`src/rtl/strap_pkg.sv`:
```
package strap_pkg;
  typedef enum logic [1:0] {
    ST_IDLE   = 2'd0,
    ST_SAMPLE = 2'd1,
    ST_DONE   = 2'd2
  } strap_state_e;
endpackage

```
`src/rtl/strap_sync.sv`:
```
module strap_sync #(
  parameter int unsigned WIDTH  = 1,
  parameter int unsigned STAGES = 2
) (
  input  logic             clk_i,
  input  logic             rst_ni,
  input  logic [WIDTH-1:0] d_i,
  output logic [WIDTH-1:0] q_o
);
  logic [WIDTH-1:0] stg_q [STAGES];

  always_ff @(posedge clk_i or negedge rst_ni) begin
    if (!rst_ni) begin
      for (int s = 0; s < STAGES; s++) stg_q[s] <= '0;
    end else begin
      stg_q[0] <= d_i;
      for (int s = 1; s < STAGES; s++) stg_q[s] <= stg_q[s-1];
    end
  end

  assign q_o = stg_q[STAGES-1];
endmodule

```
`src/rtl/strap_timer.sv`:
```
module strap_timer
  import strap_pkg::*;
#(
  parameter int unsigned WINDOW_CYC = 28636
) (
  input  logic clk_i,
  input  logic rst_ni,
  input  logic pg_sync_i,
  output logic capture_o,
  output logic done_o
);
  localparam int unsigned CW = (WINDOW_CYC > 1) ? $clog2(WINDOW_CYC) : 1;
  localparam logic [CW-1:0] LAST = CW'(WINDOW_CYC - 1);

  strap_state_e state_q, state_d;
  logic [CW-1:0] cnt_q, cnt_d;

  always_comb begin
    state_d   = state_q;
    cnt_d     = cnt_q;
    capture_o = 1'b0;
    unique case (state_q)
      ST_IDLE: begin
        cnt_d = '0;
        if (pg_sync_i) state_d = ST_SAMPLE;
      end
      ST_SAMPLE: begin
        if (!pg_sync_i) begin
          // supply lost mid-window: abandon and rearm
          state_d = ST_IDLE;
          cnt_d   = '0;
        end else if (cnt_q == LAST) begin
          capture_o = 1'b1;
          state_d   = ST_DONE;
        end else begin
          cnt_d = cnt_q + 1'b1;
        end
      end
      ST_DONE: state_d = ST_DONE;
      default: state_d = ST_IDLE;
    endcase
  end

  always_ff @(posedge clk_i or negedge rst_ni) begin
    if (!rst_ni) begin
      state_q <= ST_IDLE;
      cnt_q   <= '0;
    end else begin
      state_q <= state_d;
      cnt_q   <= cnt_d;
    end
  end

  assign done_o = (state_q == ST_DONE);
endmodule

```
`src/rtl/strap_latch.sv`:
```
module strap_latch #(
  parameter int unsigned        N_PINS       = 5,
  parameter logic [N_PINS-1:0]  PULL_UP_MASK = '1
) (
  input  logic              clk_i,
  input  logic              rst_ni,
  input  logic [N_PINS-1:0] pad_in_i,
  input  logic [N_PINS-1:0] pad_float_i,
  input  logic              capture_i,
  output logic [N_PINS-1:0] cfg_o,
  output logic [N_PINS-1:0] oe_o
);
  logic [N_PINS-1:0] lvl, lvl_s;
  logic [N_PINS-1:0] cfg_q, oe_q;

  for (genvar i = 0; i < N_PINS; i++) begin : g_pad
    // undriven pad settles to its internal pull
    assign lvl[i] = pad_float_i[i] ? PULL_UP_MASK[i] : pad_in_i[i];
  end

  strap_sync #(.WIDTH(N_PINS), .STAGES(2)) u_pad_sync (
    .clk_i (clk_i),
    .rst_ni(rst_ni),
    .d_i   (lvl),
    .q_o   (lvl_s)
  );

  // one-shot: only cold reset clears
  always_ff @(posedge clk_i or negedge rst_ni) begin
    if (!rst_ni) begin
      cfg_q <= '0;
      oe_q  <= '0;
    end else if (capture_i) begin
      cfg_q <= lvl_s;
      oe_q  <= '1;
    end
  end

  assign cfg_o = cfg_q;
  assign oe_o  = oe_q;
endmodule

```
`src/rtl/strap_sample_ctrl.sv`:
```
module strap_sample_ctrl #(
  parameter int unsigned WINDOW_CYC   = 28636,
  parameter int unsigned N_FSEL       = 4,
  parameter logic [N_FSEL:0] PULL_UP_MASK = 5'b10111
) (
  input  logic              clk_i,
  input  logic              rst_ni,
  input  logic              pwr_good_i,
  input  logic [N_FSEL:0]   pad_in_i,
  input  logic [N_FSEL:0]   pad_float_i,
  output logic [N_FSEL:0]   pad_oe_o,
  output logic [N_FSEL:0]   cfg_o,
  output logic [N_FSEL-1:0] fsel_o,
  output logic              mode_o,
  output logic              sampled_done_o
);
  localparam int unsigned N_PINS = N_FSEL + 1;

  logic pg_s, capture, done;

  strap_sync #(.WIDTH(1), .STAGES(2)) u_pg_sync (
    .clk_i (clk_i),
    .rst_ni(rst_ni),
    .d_i   (pwr_good_i),
    .q_o   (pg_s)
  );

  strap_timer #(.WINDOW_CYC(WINDOW_CYC)) u_timer (
    .clk_i    (clk_i),
    .rst_ni   (rst_ni),
    .pg_sync_i(pg_s),
    .capture_o(capture),
    .done_o   (done)
  );

  strap_latch #(.N_PINS(N_PINS), .PULL_UP_MASK(PULL_UP_MASK)) u_latch (
    .clk_i      (clk_i),
    .rst_ni     (rst_ni),
    .pad_in_i   (pad_in_i),
    .pad_float_i(pad_float_i),
    .capture_i  (capture),
    .cfg_o      (cfg_o),
    .oe_o       (pad_oe_o)
  );

  assign fsel_o         = cfg_o[N_FSEL-1:0];
  assign mode_o         = cfg_o[N_FSEL];
  assign sampled_done_o = done;
endmodule

```
`config.mk`:
```
export PLATFORM = sky130hd
export DESIGN_NAME = strap_sample_ctrl
export DESIGN_NICKNAME = d
export VERILOG_FILES = /design/src/rtl/strap_pkg.sv /design/src/rtl/strap_sync.sv /design/src/rtl/strap_timer.sv /design/src/rtl/strap_latch.sv /design/src/rtl/strap_sample_ctrl.sv
export SDC_FILE = /design/constraint.sdc
export NUM_CORES = 1
export LEC_CHECK = 0
export ABC_AREA = 1
export BUFFER_PORTS_ARGS = -buffer_cell sky130_fd_sc_hd__buf_2
export CAP_MARGIN = 5
export CORE_ASPECT_RATIO = 0.6
export CORE_UTILIZATION = 55
export DETAILED_ROUTE_END_ITERATION = 12
export PLACE_DENSITY = 0.82
export SLEW_MARGIN = 15
export SYNTH_ARGS = -nofsm -noshare
export SYNTH_HDL_FRONTEND = slang
export SYNTH_SLANG_ARGS = --single-unit
export TNS_END_PERCENT = 50
```
`constraint.sdc`:
```
create_clock -name clk_i -period 2.3 [get_ports clk_i]
set_clock_uncertainty 0.15 [all_clocks]
set_input_delay 0.345 -clock clk_i [delete_from_list [all_inputs] [get_ports clk_i]]
set_output_delay 0.345 -clock clk_i [all_outputs]
set_load 0.02 [all_outputs]
```
* Word-level counts from Yosys, hierarchy flattened
Index checks and enable logic that the tools add are counted. Widths: inputs -> output; s select.
Storage, ports and cells: register bits 35, latch bits 0, bits in writable memories 0, memory bits (read-only) 0, bits of input ports 13, output and inout port bits 16, logic and storage cells 34, memories kept 0
Operators by class: $add $sub $neg 1, multipliers 0, divide/modulo/power cells 0, magnitude comparators 0, equal/unequal tests 6, shifts and indexed selects 0, mux-type cells 15, bitwise gates (word level) 0, reductions and logical operators 4
Operators with widths (number):
- $mux 15 | 2
- $pmux 15 s2 | 1
- $add 15x1->15 const B | 1
- $eq 15x15->1 const B | 1
- $mux 1 | 8
- $mux 2 | 3
- $pmux 2 s3 | 1
- $reduce_and 2->1 | 2
- $ne 3x2->1 const B | 1
- $ne 3x3->1 const B | 1
- $eq 2x1->1 const B | 1
- $eq 2x2->1 const B | 1
- $logic_not 2->1 | 1
- $ne 2x2->1 const B | 1
- $reduce_bool 2->1 | 1

* Logic depth before layout (Yosys ltp)
Gate-level depths: netlist of run 1.
word-level depth 4, mapped depth 10, gate-level depth less buffers 10

* Cells and area by module
Synthesis of run 1 repeated with hierarchy kept, for this count alone.
Unflattened totals: cells, all modules 215, area, all modules 1813.0 µm²
Modules (own cells, without submodules):
- strap_timer | instances 1, cells an instance 160, area an instance 1158.6 µm², seq. area each 425.4 µm²
- strap_sync (u_latch.u_pad_sync) | instances 1, cells an instance 15, area an instance 287.8 µm², seq. area each 250.2 µm²
- strap_latch | instances 1, cells an instance 33, area an instance 279.0 µm², seq. area each 150.1 µm²
- strap_sync (u_pg_sync) | instances 1, cells an instance 2, area an instance 50.0 µm², seq. area each 50.0 µm²
- strap_sample_ctrl | instances 1, cells an instance 5, area an instance 37.5 µm², seq. area each 0.0 µm²

* Worst setup path after synthesis of run 1
Ideal clock, no wire load.
path kind register to register, start point register u_timer.cnt_q[0], end point register u_timer.cnt_q[8], setup time 0.074 ns, arrival time 1.410 ns, data required time 2.076 ns, setup slack 0.666 ns, cell stages (with the launch flop) 11, buffers on the path 1, cell sequence dfrtp_1 > ha_1 > nand2_1 > inv_1 > nand2_1 > nor2_4 > nand3_4 > nand2_4 > buf_6 > nand2_1 > o21ai_2
Between the ends: longest elaborated chain between the ends 4
RTL lines:
- start: declaration | line strap_timer.sv:16 | logic [CW-1:0] cnt_q, cnt_d;
- start signal: assignment | line strap_timer.sv:50 | cnt_q <= cnt_d;
- $add 15x1->15 | line strap_timer.sv:36 | cnt_d = cnt_q + 1'b1;
- $mux 15 | line strap_timer.sv:32 | end else if (cnt_q == LAST) begin
- $mux 15 | line strap_timer.sv:28 | if (!pg_sync_i) begin
- $pmux 15 s2 | line strap_timer.sv:22 | unique case (state_q)
Parallel ways exist; a longest one is shown, timed or not. The select of a mux whose other input is x is not followed. A chain may end at the register's enable or synchronous reset.

* Worst setup path after layout of run 1
start point register u_timer.cnt_q[0], end point register u_timer.cnt_q[10]
The elaborated chain is that of the path after synthesis.

==> results of run 1 <==
-- where the power goes --
part / switching (mW) / leakage [nW] / internal [mW]
sequential: 0.0119 / 0.450 / 0.631
combinational: 0.0425 / 0.518 / 0.0194
clock: 0.235 / 0.0581 / 0.322
total: 0.289 / 1.03 / 0.973
-- metal layers --
| metal | up-vias | wire length (um) |
|---|---|---|
| li1 | 755 | - |
| met1 | 698 | 1930 |
| met2 | 77 | 1600 |
| met3 | 13 | 335 |
| met4 | 0 | 74 |
| met5 | - | 0 |
-- cells by family after synthesis --
logic type	count (synthesis)	synth area share
AOI/OAI and AO/OA	17	0.0593
xor gates and xnor gates	3	0.0145
adders and majority gates	1	0.00690
buffers and inverters	41	0.108
DFF	35	0.483
and+or+nand+nor	128	0.328
-- cells in the mapped netlist, types with 2 or more instances --
| library cell | number |
|---|---|
| nand2_1 | 62 |
| dfrtp_1 | 35 |
| inv_1 | 26 |
| nor2_1 | 25 |
| nand3_1 | 16 |
| buf_4 | 9 |
| nand4_1 | 8 |
| o21ai_1 | 7 |
| or2_2 | 5 |
| nor2_4 | 4 |
| o21ai_2 | 4 |
| inv_2 | 3 |
| nor3_1 | 3 |
| o21ai_0 | 3 |
| nand2_2 | 2 |
| xor2_1 | 2 |
-- area by class of cell --
class                           count  share of cell area
Timing Repair Buffer               31              0.0813
Inverter                           30              0.0546
Sequential cell                    35               0.424
Clock buffer                        5              0.0334
Multi-Input combinational cell    149               0.360
Tap cell                           42              0.0255
Clock inverter                      3              0.0212
-- final timing paths --
path                                                       startpoint                                     to  slack [ns]
worst max-delay path                     u_timer.cnt_q[0]$_DFFE_PN0P_          u_timer.cnt_q[10]$_DFFE_PN0P_        0.35
worst min-delay path                                   pad_float_i[3]  u_latch.u_pad_sync.stg_q[8]$_DFF_PN0_        0.04
worst max register to register           u_timer.cnt_q[0]$_DFFE_PN0P_          u_timer.cnt_q[10]$_DFFE_PN0P_        0.35
worst min register to register  u_latch.u_pad_sync.stg_q[7]$_DFF_PN0_    u_latch.u_pad_sync.q_o[2]$_DFF_PN0_        0.20
max in group asynchronous                                      rst_ni           u_timer.cnt_q[7]$_DFFE_PN0P_        1.03
min in group asynchronous                                      rst_ni          u_timer.cnt_q[10]$_DFFE_PN0P_        0.50
-- flip-flops by register name, indices dropped and copies added, names as in the netlist --
name and count:
u_latch.cfg_o 5, u_latch.oe_o 1, u_latch.u_pad_sync.q_o 5, u_latch.u_pad_sync.stg_q 5, u_pg_sync.q_o 1, u_pg_sync.stg_q 1, u_timer.cnt_q 15, u_timer.state_q 2
-- layout by cell type, fill, tap and decap left out, types with 2 or more instances in the layout --
cell,n
buf_2,28
clkbuf_8,5
dfrtp_1,35
dlygate4sd3_1,2
inv_1,26
inv_2,3
nand2_1,62
nand2_2,2
nand3_1,16
nand4_1,8
nor2_1,25
nor2_4,4
nor3_1,3
o21ai_0,3
o21ai_1,7
o21ai_2,4
or2_2,5
xor2_1,2
-- what timing repair did --
item,in CTS,in global routing
gates resized for setup,0,0
hold buffers,2,0
hold endpoints to repair,36,0
buffers inserted,0,0
endpoints found under the setup margin,0,0
==> results.txt, run 1 <==
- During I/O placement, the number of pins put on the boundary was 29.
- Num CTS Buffers: 5
- Clock insertion delay at the later pin of the skew report: 0.29 ns
- Post-layout nets: 266
* Placement-stage worst setup slack: 0.391 ns
- Dividing the detail-routed via count by the number of cells gives 5.23.
- Measured against its own limit, the worst slew margin works out to 0.502.
* Avg Synthesized Cell Area: 8.06 um^2
- Final max-slew violation count: 0
* Met3 layer usage reported by global route: 0.0594
- Utilization after layout: 0.687
- Derived from the worst setup path, the maximum achievable clock frequency is 0.512 GHz.
* Setup ws final: 0.348 ns
* Share of cells above drive strength 1: 0.225
- Post-detailed-placement cell area: 1930 um^2
- For this run, the total global-route usage over all layers was measured as 0.244.
- Detailed router's first-iteration violation count: 165
* H-Tree Level Count: 2
- The final route contains 1543 vias.
* Leading cell types by total area after synthesis: dfrtp_1, nand2_1, inv_1
- The die covers 3540 um^2.
- Type of origin of the critical path: register
- Wires add up to 3.94 mm.
- Final Instance Area: 2060 um^2
- Entering global routing, the biggest net connects 36 pins.
* EDFF count, synth: 0
- Measured slew at the worst slew-check pin: 0.747 ns
* Number of design rule violations left after detail routing: 0
- Fraction of met1 tracks used by global routing: 0.352
- The largest individual stage delay along the critical path comes from the cell dfrtp_1.
- The worst hold path belongs to the class in -> reg.
- Fin crit period: 1.95 ns
* Number of cells traversed by the worst hold path: 2
* Logic depth of the worst path, buffers included: 10
- The multi-input combinational cells in the finished layout cover a total of 742 um^2.
- In this run the core area contains 15 standard-cell rows.
- The sequential cells in the finished layout cover a total of 876 um^2.
- RSZ-0062 raised after global routing: false
- Post-Syn Area: 1810 um^2
- In this run the horizontal extent of the chip is 76.1 um.
- Final hold slack: 0.0396 ns
* Max rail drop VDD: 454 uV
* Post-Syn Instances: 225
* Final-report hold violation count: 0
- The HPWL after detailed placement is 2.77 mm.
- In this run the vertical extent of the chip is 46.5 um.
* Class of the most critical setup path: reg -> reg
- First-pass GRT wire length: 6.04 mm
- In this run, placement finished with an instance count of 285.
- Finish-stage setup viols: 0
* Area share of the leading cell type in the synthesized netlist: 0.483
- The global routing stage identified its most utilized layer as met1.
- Vias in the first global route: 1206
- For the final routed database, the setup TNS stands at 0 ns.
* Largest area contributor in the synthesized netlist: dfrtp_1
- Measured in cells, the most critical reg-to-reg path has a length of 10.
- The clock passes through at most 2 buffers.
- DR pass1 iterations: 5
- From synthesis to final layout, the design area changed by 13.7%.
- Distinct cells, synth: 27
* Buf+Inv Stages, Crit Path: 2
- Post-Layout Cell Count: 295
* Slowest Stage Delay on Critical Path: 0.45 ns
- For this run, the register share of the synthesized area comes to 0.483.
- Clk pin slew, worst setup/hold paths: 0.07 ns
- Outcome: finished, final reports clean
- Overall overflow remaining after global route: 0
* Floorplan Core Area: 3000 um^2
- For this configuration, the core starts out at a cell density of 0.604.
- The number of nets handed over by synthesis was 239.
* IO Port Bufs: 28
* GR met2 Demand/Resource: 0.347
- Most frequently used flop master after synthesis: dfrtp_1
- The cell sitting at the root of the clock tree is a clkbuf_8.
* Data required time of the worst path: 2.34 ns
* Fraction of registers with async set or reset after synthesis: 1.00
- Gp weighted congestion: 0.962
- Count of filler cells inserted in the layout: 249
* Maximum fanout along the worst path: 15
- TritonCTS clock tree: done
* Leak pwr: 1.03 nW
* Count of antenna diodes in the layout: 0
- Wire length per cell: 13.3 um
- The detail route stage leaves a number of antenna-violating nets equal to 0.
* Antenna violations before repair: 0
- Max-capacitance violation count: 0
- STA classifies the critical path endpoint as a register.
- STA puts the critical path data arrival time at 1.99 ns.
* Crit-path cells: ha_1, nand2_1, inv_1, nand2_1, nor2_4, nand3_4, nand2_4, inv_2, nand3_1, nand2_1
- Warnings from Yosys: 0
- Power after layout: 1.26 mW
* Flip-flop and latch count after synthesis: 35
- For this design, the sink count on the clock tree is 35.
- Among the stages of the critical path, the cell type that occurs most often is nand2_1.
- On the critical path the largest part of the delay comes from simple AND/OR/NAND/NOR gates.
* Pwr Density: 612 nW/um^2
- Ratio of final minimum period to clock period: 0.849
Power figures use the tool's default switching activity.
==> inputs of run 2 (changes only) <==
==> constraint.sdc (replaced) <==
create_clock -name clk_i -period 1.83 [get_ports clk_i]
set_clock_uncertainty 0.15 [all_clocks]
set_input_delay 0.2745 -clock clk_i [delete_from_list [all_inputs] [get_ports clk_i]]
set_output_delay 0.2745 -clock clk_i [all_outputs]
set_load 0.02 [all_outputs]
==> run 2 against run 1 <==
Against the previous run:
- register-to-register slack lost 0.25 ns
- total power is 28% higher
- largest power group unchanged
- largest cell class unchanged
- sequential share of layout area fell by 1.8 points
==> results.txt, run 2 (synthesized netlist as in run 1, its figures left out) <==
- Outcome: finished, final reports clean
- The worst register-to-register path begins at u_timer.cnt_q[2]$_DFFE_PN0P_.
- Clock sink total: 35
* Antenna violations before repair: 0
- Class of the most critical setup path: reg -> out
- Data required time of the worst path: 1.41 ns
- Slowest Stage Delay on Critical Path: 0.47 ns
* R2R depth: 8
- The floorplan step set the die height to 46.5 um.
* Vias in the first global route: 1347
- H-Tree Level Count: 2
* Clk pin slew, worst setup/hold paths: 0.07 ns
- Once detail routing completed, the nets flagged for antenna violations numbered 0.
* Largest register by flop count: u_timer.cnt_q
- In this run the horizontal extent of the chip is 76.1 um.
- Clock tree root driver cell: clkbuf_8
- Total Die Area: 3540 um^2
* First-pass GRT wire length: 6.33 mm
- The final number of hold-violating endpoints is 0.
- Switching part of the total power: 0.219
* Register-to-Register Setup Slack: 0.10 ns
* Leak pwr: 1.07 nW
- Summed over all failing endpoints, the final setup total negative slack is 0 ns.
* Worst Hold Path EP: u_latch.u_pad_sync.stg_q[9]$_DFF_PN0_
- Crit path DAT: 1.35 ns
- Of the total power, registers draw 0.499.
* Initial core utilization: 0.604
- Final max-slew violation count: 0
* Wire length per cell: 13.3 um
- Once the clock tree was built, the setup fixing pass inserted 0 buffers.
* Area occupied by registers: 876 um^2
- DR pass1 iterations: 5
* Number of cells traversed by the worst hold path: 2
- RSZ-0062 raised after global routing: true
* Global-route total usage across every layer: 0.247
- The tool flagged a number of max-cap violations equal to 0.
- Counting both buffers and inverters, the worst setup path holds a total of 2.
- Measured slew at the worst slew-check pin: 0.443 ns
* Row count: 15
- VDD sags by at most 564 uV.
* Detailed router's first-iteration violation count: 169
* Worst relative slew slack: 0.705
- The repair_antennas step left the layout with diodes totalling 0.
- Cell family contributing the most delay on the critical path: flip-flops
* Element type at the critical path end: output port
- Endpoint of the lowest-slack register-to-register path: u_timer.cnt_q[13]$_DFFE_PN0P_
- Internal power consumption: 1.27 mW
* HPWL after detailed placement: 2.90 mm
- Across all layers, the routed design uses 1585 vias.
- Total power for the finished layout comes to 1.62 mW.
* Pwr Density: 753 nW/um^2
- The clock passes through at most 2 buffers.
* Hold wc startpoint: pad_in_i[4]
- The register with the most flip-flops in the layout has 15 of them.
- Count of filler cells inserted in the layout: 235
- Worst min path class: in -> reg
* Top achievable clock speed: 0.564 GHz
- Entering global routing, the biggest net connects 36 pins.
* Clk pwr share: 0.448
- Leading cell type in the layout, fill and taps excluded: nand2_1
- In the routed design, unresolved DRC markers number 0.
- Fin crit period: 1.77 ns
* Total wire length after detailed routing: 4.01 mm
- Net switching power: 0.356 mW
- Finish-stage setup viols: 0
- Summing all multi-input logic gate instances after layout gives 757 um^2.
- Overall overflow remaining after global route: 0
- Input and output buffers added on the ports amount to 28.
- In this run the count of I/O pins placed on the die edge is 29.
- The slowest stage of the critical path is the dfrtp_1 cell.
* TritonCTS clock tree: done
- Dividing the final minimum period by the clock period gives 0.969.
* Most used cells in the layout excluding fill and tap cells: nand2_1, dfrtp_1, buf_2, inv_1, nor2_1
- Of all nets on the critical path, the largest fanout is 9.
- Vias per Instance: 5.25
- In the final layout, the share of cells above drive strength 1 is 0.254.
- In the final design database the tool counted 273 nets.
- TritonCTS created 5 clock buffers.
* Crit-path cells: clkinvlp_4, nor2_1, buf_2
- Floorplan Core Area: 3000 um^2
- The share of total power dissipated in combinational logic is 0.054.
- The congestion estimate from routability-driven global placement came to 0.908.
- Clock insertion delay at the later pin of the skew report: 0.29 ns
- STA classifies the critical path startpoint as a register.
* Layout area overhead: 18.8%
[run 2: changes by cell type in the layout (fill, tap and decap cells not counted), sizes merged]
cell / before / now
buf: 29 / 35
clkbuf: 5 / 6
clkinv: 3 / 1
clkinvlp: 0 / 1
dlygate4sd3: 2 / 3
[run 2: layout make-up]
type,instances,area share
flip-flops and latches,35,0.407
multi-input cells,149,0.351
repair buffers,38,0.109
inverters,30,0.0540
clock buffers,6,0.0383
well taps,42,0.0244
clock inverters,2,0.0163
[run 2: through the flow]
stage / hold WS (ns) / setup WS [ns] / std cells / cell area, um^2 / util
finish: 0.0210 / 0.0562 / 302 / 2150 / 0.718
global route: 0.0142 / -0.00732 / 302 / 2150 / 0.718
detailed placement: 0.185 / 0.0820 / 291 / 1990 / 0.662
CTS: 0.0147 / 0.0378 / 302 / 2140 / 0.711
floorplan: -0.171 / 0.196 / 225 / 1810 / -
global placement: 0.181 / 0.114 / 291 / 1990 / 0.662
[run 2: worst max-delay path by stage]
| stage | from | end | slack (ns) | depth (start not counted) |
|---|---|---|---|---|
| floorplan | u_timer.cnt_q[0]$_DFFE_PN0P_ | u_timer.cnt_q[8]$_DFFE_PN0P_ | 0.20 | 10 |
| CTS | u_timer.state_q[1]$_DFFE_PN0P_ | sampled_done_o | 0.04 | 3 |
| global placement | u_timer.cnt_q[1]$_DFFE_PN0P_ | u_timer.cnt_q[14]$_DFFE_PN0P_ | 0.11 | 8 |
| finish | u_timer.state_q[1]$_DFFE_PN0P_ | sampled_done_o | 0.06 | 3 |
| global route | u_timer.cnt_q[1]$_DFFE_PN0P_ | u_timer.cnt_q[10]$_DFFE_PN0P_ | -0.007 | 10 |
| detailed placement | u_timer.cnt_q[1]$_DFFE_PN0P_ | u_timer.cnt_q[7]$_DFFE_PN0P_ | 0.08 | 10 |
[run 2: what timing repair did]
item	in CTS	in global routing
gates resized for setup	0	4
endpoints found under the setup margin	0	19
hold endpoints to repair	37	0
hold buffers	3	0
[run 2: layer usage]
metal  track usage  vias to the layer above  wire, um
met3        0.0693                        7       344
met5             0                        -         0
met1         0.357                      725      1940
li1              -                      776         -
met4        0.0808                        0        51
met2         0.362                       77      1670
[run 2: power groups by stage]
stage	combinational (mW)	sequential [mW]	clock [mW]
after floorplan	0.0356	0.818	0
after global placement	0.0798	0.820	0
after detailed placement	0.0799	0.821	0
after CTS	0.0851	0.806	0.736
after global routing	0.0971	0.810	0.765
final	0.0869	0.808	0.726
